--- src/rtl/rdp_pkg.sv ---
// Package: shared constants and helpers for the two-phase FIFO read port.
// Assumes: nothing; pure declarations.
package rdp_pkg;

    // Fewest flip-flops allowed in the request synchronizer chain.
    localparam int unsigned MIN_SYNC_STAGES = 2;

    // Two-phase handshake: a cell is full when request and acknowledge differ.
    function automatic logic phase_full(input logic req_lvl, input logic ack_lvl);
        return req_lvl ^ ack_lvl;
    endfunction

endpackage

--- src/rtl/rdp_sync_chain.sv ---
// Module: rdp_sync_chain
// Brings an asynchronous level into the clk domain through STAGES flip-flops.
// Assumes: the input is a level that changes at most once per handshake and
// stays put long enough to be sampled; reset clears every stage to 0.
module rdp_sync_chain #(
    parameter int unsigned STAGES = 2
) (
    input  logic clk,
    input  logic rst_n,
    input  logic async_in,
    output logic sync_out
);
    import rdp_pkg::*;

    logic [STAGES-1:0] stage_q;

    genvar g;
    generate
        for (g = 0; g < STAGES; g++) begin : g_stage
            if (g == 0) begin : g_first
                // Purpose: first capture of the asynchronous level.
                always_ff @(posedge clk) begin
                    if (!rst_n) stage_q[0] <= 1'b0;
                    else        stage_q[0] <= async_in;
                end
            end else begin : g_rest
                // Purpose: each later stage lets metastability settle.
                always_ff @(posedge clk) begin
                    if (!rst_n) stage_q[g] <= 1'b0;
                    else        stage_q[g] <= stage_q[g-1];
                end
            end
        end
    endgenerate

    assign sync_out = stage_q[STAGES-1];

    // Purpose: elaboration-time guard on the chain length.
    initial begin
        if (STAGES < MIN_SYNC_STAGES)
            $error("rdp_sync_chain: STAGES below minimum");
    end

    // The output only ever moves to a value the previous stage held one edge earlier.
    AST_SYNC_SHIFT: assert property (@(posedge clk) disable iff (!rst_n)
        $past(rst_n) |-> (sync_out == $past(stage_q[STAGES-2])));

endmodule

--- src/rtl/rdp_phase_compare.sv ---
// Module: rdp_phase_compare
// Turns the synchronized request level and the local acknowledge level into
// a "cell full" flag and a one-edge consume strobe.
// Assumes: both inputs are clk-domain registers; purely combinational.
module rdp_phase_compare (
    input  logic req_sync,
    input  logic ack_lvl,
    input  logic take_en,
    output logic cell_full,
    output logic take
);
    import rdp_pkg::*;

    // Purpose: full when the two-phase levels differ; consume when enabled too.
    always_comb begin
        cell_full = phase_full(req_sync, ack_lvl);
        take      = cell_full & take_en;
    end

endmodule

--- src/rtl/rdp_ack_ctrl.sv ---
// Module: rdp_ack_ctrl
// Holds the two-phase acknowledge flip-flop and the output data register.
// On a consume strobe it flips the acknowledge and captures the word.
// Assumes: the upstream word is stable while the cell is full (bundled data).
module rdp_ack_ctrl #(
    parameter int unsigned DATA_W = 8
) (
    input  logic              clk,
    input  logic              rst_n,
    input  logic              take,
    input  logic [DATA_W-1:0] word_in,
    output logic              ack_lvl,
    output logic [DATA_W-1:0] word_out
);

    // Purpose: flip the acknowledge once per consumed word.
    always_ff @(posedge clk) begin
        if (!rst_n)    ack_lvl <= 1'b0;
        else if (take) ack_lvl <= ~ack_lvl;
    end

    // Purpose: capture the word on the consuming edge and hold it afterwards.
    always_ff @(posedge clk) begin
        if (!rst_n)    word_out <= '0;
        else if (take) word_out <= word_in;
    end

    AST_ACK_TOGGLES_ON_TAKE: assert property (@(posedge clk) disable iff (!rst_n)
        take |=> (ack_lvl != $past(ack_lvl)));

    AST_ACK_STILL_WITHOUT_TAKE: assert property (@(posedge clk) disable iff (!rst_n)
        !take |=> $stable(ack_lvl));

    AST_DATA_HOLD: assert property (@(posedge clk) disable iff (!rst_n)
        !take |=> $stable(word_out));

endmodule

--- src/rtl/tp_fifo_rd_port.sv ---
// Module: tp_fifo_rd_port (top)
// Read-side adapter from the last cell of a two-phase self-timed FIFO to a
// synchronous consumer. The request is synchronized, compared with the local
// acknowledge to form rd_ready, and a consume (rd_ready & rd_en) flips the
// acknowledge and registers the word onto rd_data.
// Assumes: upstream toggles up_req only while up_req == up_ack (cell empty),
// and holds up_data stable while the cell is full.
module tp_fifo_rd_port #(
    parameter int unsigned DATA_W      = 8,
    parameter int unsigned SYNC_STAGES = 2
) (
    input  logic              clk,
    input  logic              rst_n,
    input  logic              up_req,
    input  logic [DATA_W-1:0] up_data,
    output logic              up_ack,
    output logic              rd_ready,
    input  logic              rd_en,
    output logic [DATA_W-1:0] rd_data
);

    logic req_sync;
    logic ack_lvl;
    logic cell_full;
    logic take;

    rdp_sync_chain #(
        .STAGES   (SYNC_STAGES)
    ) u_sync (
        .clk      (clk),
        .rst_n    (rst_n),
        .async_in (up_req),
        .sync_out (req_sync)
    );

    rdp_phase_compare u_cmp (
        .req_sync  (req_sync),
        .ack_lvl   (ack_lvl),
        .take_en   (rd_en),
        .cell_full (cell_full),
        .take      (take)
    );

    rdp_ack_ctrl #(
        .DATA_W   (DATA_W)
    ) u_ack (
        .clk      (clk),
        .rst_n    (rst_n),
        .take     (take),
        .word_in  (up_data),
        .ack_lvl  (ack_lvl),
        .word_out (rd_data)
    );

    assign up_ack   = ack_lvl;
    assign rd_ready = cell_full;

    // After a consume, the cell reads as empty (upstream cannot refill yet).
    AST_READY_DROPS_AFTER_TAKE: assert property (@(posedge clk) disable iff (!rst_n)
        (rd_ready && rd_en) |=> !rd_ready);

    // Reset state leaves nothing to read.
    AST_RESET_EMPTY: assert property (@(posedge clk)
        !rst_n |=> (!up_ack && !rd_ready && (rd_data == '0)));

endmodule

--- config.mk ---
export PLATFORM = sky130hd
export DESIGN_NAME = tp_fifo_rd_port
export DESIGN_NICKNAME = d
export VERILOG_FILES = /design/src/rtl/rdp_pkg.sv /design/src/rtl/rdp_sync_chain.sv /design/src/rtl/rdp_phase_compare.sv /design/src/rtl/rdp_ack_ctrl.sv /design/src/rtl/tp_fifo_rd_port.sv
export SDC_FILE = /design/constraint.sdc
export NUM_CORES = 1
export LEC_CHECK = 0
export BUFFER_PORTS_ARGS = -buffer_cell sky130_fd_sc_hd__buf_2
export CAP_MARGIN = 20
export CORE_AREA = 10 10 47 49
export CTS_CLUSTER_DIAMETER = 150
export DETAILED_ROUTE_END_ITERATION = 8
export DIE_AREA = 0 0 57 59
export GPL_ROUTABILITY_DRIVEN = 0
export SLEW_MARGIN = 5
export SYNTH_ARGS = -nofsm -noshare
export SYNTH_HDL_FRONTEND = slang
export SYNTH_SLANG_ARGS = --single-unit
export TNS_END_PERCENT = 5
--- constraint.sdc ---
create_clock -name clk -period 1.6 [get_ports clk]
set_clock_uncertainty 0.05 [all_clocks]
set_input_delay 0.24 -clock clk [delete_from_list [all_inputs] [get_ports clk]]
set_output_delay 0.24 -clock clk [all_outputs]
set_load 0.005 [all_outputs]
-- Word level (Yosys, flattened, before mapping)
Cells that the tools add are included.
- shift-type cells: 0
- bitwise gates (word level): 3
- mux-type cells: 0
- $lt $le $gt $ge: 0
- divide/modulo/power cells: 0
- eq/ne operators: 0
- reduce and logical (&&, ||, !) cells: 0
- add/subtract/negate cells: 0
- multipliers: 0
- operators by type and width (kind ; number):
    $and A1 B1 Y1 ; 1
    $not A1 Y1 ; 1
    $xor A1 B1 Y1 ; 1
- register bits: 11
- bits of input ports: 12
- bits in read-only memories: 0
- logic and storage cells: 7
- bits in latches: 0
- output and inout port bits: 10
- memories: 0
- memory bits (writable): 0

-- Longest topological paths before layout
- word-level depth: 2
- mapped depth: 4
- mapped depth without buffers: 3

-- By module
A second synthesis with hierarchy kept.
- cell total of the unflattened synthesis: 34
- area, all modules: 404.1 µm²
- by module, submodules not included (module ; cells each ; sequential area each (µm²) ; area an instance (µm²) ; times used):
    rdp_ack_ctrl ; 28 ; 180.2 ; 336.6 ; 1
    rdp_sync_chain ; 4 ; 40.0 ; 52.6 ; 1
    rdp_phase_compare ; 2 ; 0.0 ; 15.0 ; 1

-- Worst setup path after synthesis
OpenSTA, ideal clock, no wires.
- path kind: reg2reg
- start: register u_ack.ack_lvl
- end: register u_ack.word_out[0]
- library setup time: 72 ps
- clock period less this slack: 1130 ps
- path slack: 470 ps
- stages on the path, launching flop included: 5
- path buffers: 1
- data required time: 1478 ps
- arrival time: 1008 ps
- cell sequence: dfxtp_1 -> xor2_1 -> and2_1 -> buf_6 -> mux2i_1
- word-level cells in the longest chain between the ends: 2
- RTL lines (item ; line ; source):
    start: declaration ; rdp_ack_ctrl.sv:12 ; output logic ack_lvl,
    start signal: assignment ; rdp_ack_ctrl.sv:19 ; else if (take) ack_lvl <= ~ack_lvl;
    $xor A1 B1 Y1 ; rdp_pkg.sv:10 ; return req_lvl ^ ack_lvl;
    named net rd_ready ; tp_fifo_rd_port.sv:17 ; output logic rd_ready,
    $and A1 B1 Y1 ; rdp_phase_compare.sv:17 ; take = cell_full & take_en;
    end signal: assignment ; rdp_ack_ctrl.sv:25 ; else if (take) word_out <= word_in;
    end: declaration ; rdp_ack_ctrl.sv:13 ; output logic [DATA_W-1:0] word_out
The timed path passes the listed nets, and every way through them passes these cells.
A chain may end at the register's enable or synchronous reset.

-- Final worst setup path
- start: register u_ack.ack_lvl
- end: register u_ack.word_out[1]
- word-level cells in the longest chain between the ends: 2
- RTL lines (item ; line):
    $xor A1 B1 Y1 ; rdp_pkg.sv:10
    $and A1 B1 Y1 ; rdp_phase_compare.sv:17
No other way between the ends.

==> results.md <==
- Status: finished, final reports clean
- Post-detail-place hpwl: 704.4 um
- Synthesis-to-layout area growth: 30.59%
- Count leader, synth: nand2_1
- CTS Buffer Depth: 2
- Critical Path RT: around 1.7 ns
- Pre-Repair DR Iteration Count: 4
- Cts hold-fix bufs: 0
- Full die area: approximately 0.0034 mm2
- Row cnt: 14
- CTS tree: yes
- Cell Count Post-Placement: 78
- Seq/Total Area, Yosys: 51.76%
- CTS root buffer: clkbuf_4
- Final core occ: 39.64%
- Synth top area share: 51.76%
- Pleak: 0.2698 nW
- Core Region: 0.001401 mm2
- Cell variety after synth: 8
- Cell count after synthesis: 44
- Tcrit/Tclk final: 81.40%
- Post-synth EDFFs: 0
- RSZ-0062 raised after global routing: no
- Fin. Hold Viols: 0
- Setup bufs post-CTS: 0
- Max-slew violation count: 0
- Routed vias/inst: 4.232
- Most instantiated cells after synthesis: 16 x nand2_1, 11 x dfxtp_1, 9 x mux2i_1, 3 x and2_1, 2 x buf_2
- Least-Margin Pin Slew: 0.4638 ns
- Die width: approximately 57 um
- Ys flop type: dfxtp_1
- Min cycle time layout: 1.302 ns
- # resized after CTS: 0
- Element type at the critical path end: flop
- Rel. slew slack: 69.08%
- Cts bufs inserted: 3
- WL final: 921 um
- # DRC: 0
- ANT nets after route: 0
- Yosys warnings: 0
- VDD IR max: 0.0004439 V
- Setup ws final: 0.2976 ns
- IO buf count: 21
- Fin area: 555.5 um2
- Nets: just under 80
- Final non-filler cell total: a little over 80
- Hold Crit Class: input pin to flop
- Syn_nets: 56
- GR Overflow Total: 0
- CTS Sinks: 11
- Final setup violation count: 0
- Yosys reg bits: 11
- Starting DRC count in detailed routing: 11
- Yosys top cell by area: dfxtp_1
- Synth top area cells: dfxtp_1 52%, mux2i_1 21%, nand2_1 14%, and2_1 4.4%, buf_6 2.6%
- Tot GR Track Use: 6.201%
- Starting density of the core: 30.36%
- Total power: approximately 520 uW
- ANT cells: 0
- Final hold slack: about 0.13 ns
- Die height: 59 um
- Setup TNS: 0 ns
- Setup crit start kind: flop
- CTS HTree Levels: 1
- Worst skew pair latency: 0.26 ns
- Area post-placement: 529.3 um2
- Clk pin slew, worst setup/hold paths: 0.07 ns
- Syn Std Cell Area: approximately 430 um2
- First-pass GRT wire length: 1.662 mm
- Initial antenna violation count: 0
- WS Path Type: flop to flop
- Via count: 347
- Max-Cap Viols: 0
- Pin count of the biggest net entering global routing: 20
- Number of global-route vias before repair: 409
- DR WL/cell: 11.23 um
- Power density relative to cell area: 934.6 mW/mm2
- Asr flop ratio synth: 0%
- Avg Inst Size Synth: 9.668 um2
- WP data arrival: 1.45 ns
- # IOs: 22
- Share of cells above drive strength 1: 36.36%
- CP max FO: 8
- Max Fclk: 0.7678 GHz
- Place WS: 0.2923 ns
[cells in the final DEF (no fill, tap or decap), drive strengths merged]
master  instances
buf            21
nand2          16
dfxtp          11
mux2i           9
clkbuf          4
and2            3
xor2            1
nor2b           1
[logic make-up (layout without fill, tap and decap cells)]
| logic type | Yosys count | in the layout | synth area share (%) |
|---|---|---|---|
| multiplexers | 9 | 9 | 21.18 |
| XOR/XNOR | 1 | 1 | 2.059 |
| flip-flops | 11 | 11 | 51.76 |
| AND/OR/NAND/NOR | 20 | 20 | 20.00 |
| buffers and inverters | 3 | 25 | 5.000 |
[path summary, 6_finish.rpt]
path | from | to | slack [ns] | depth (start not counted)
max reg2reg | u_ack.ack_lvl$_SDFFE_PN0P_ | u_ack.word_out[1]$_SDFFE_PN0P_ | 0.30 | 3
max | u_ack.ack_lvl$_SDFFE_PN0P_ | u_ack.word_out[1]$_SDFFE_PN0P_ | 0.30 | 3
min | up_req | u_sync.stage_q[0]$_SDFF_PN0_ | 0.13 | 2
min reg2reg | u_sync.stage_q[0]$_SDFF_PN0_ | u_sync.sync_out$_SDFF_PN0_ | 0.39 | 1
[final cells by class]
class                           count  area (um2)
Clock buffer                        4       26.28
Fill cell                         157       845.8
Multi-Input combinational cell     30       183.9
Tap cell                           16       20.02
Timing Repair Buffer               21       105.1
Sequential cell                    11       220.2
[critical path, cell delays in order, from the launching register on]
cell	delay (ns)
dfxtp_1	0.36
xor2_1	0.16
and2_1	0.44
mux2i_1	0.23
[sequential cells by signal (all words and copies together), names as in the netlist]
name / flops
u_sync.sync_out: 1
u_ack.ack_lvl: 1
u_ack.word_out: 8
u_sync.stage_q: 1
[per-layer routing]
layer / vias up / part of all wire [%] / wire (um) / GRT usage, %
met5: - / 0 / 0 / 0
met3: 2 / 12 / 107 / 3.648
li1: 182 / - / - / -
met1: 150 / 45 / 417 / 6.355
met2: 13 / 42 / 383 / 8.992
met4: 0 / 1.3 / 12 / 5.034
[where the power goes]
part	internal [mW]	total (mW)	switching, mW
Combinational	0.0256	0.0484	0.0228
Sequential	0.283	0.287	0.00405
Clock	0.0963	0.184	0.0877
No activity file was read; power rests on OpenSTA's default activity.
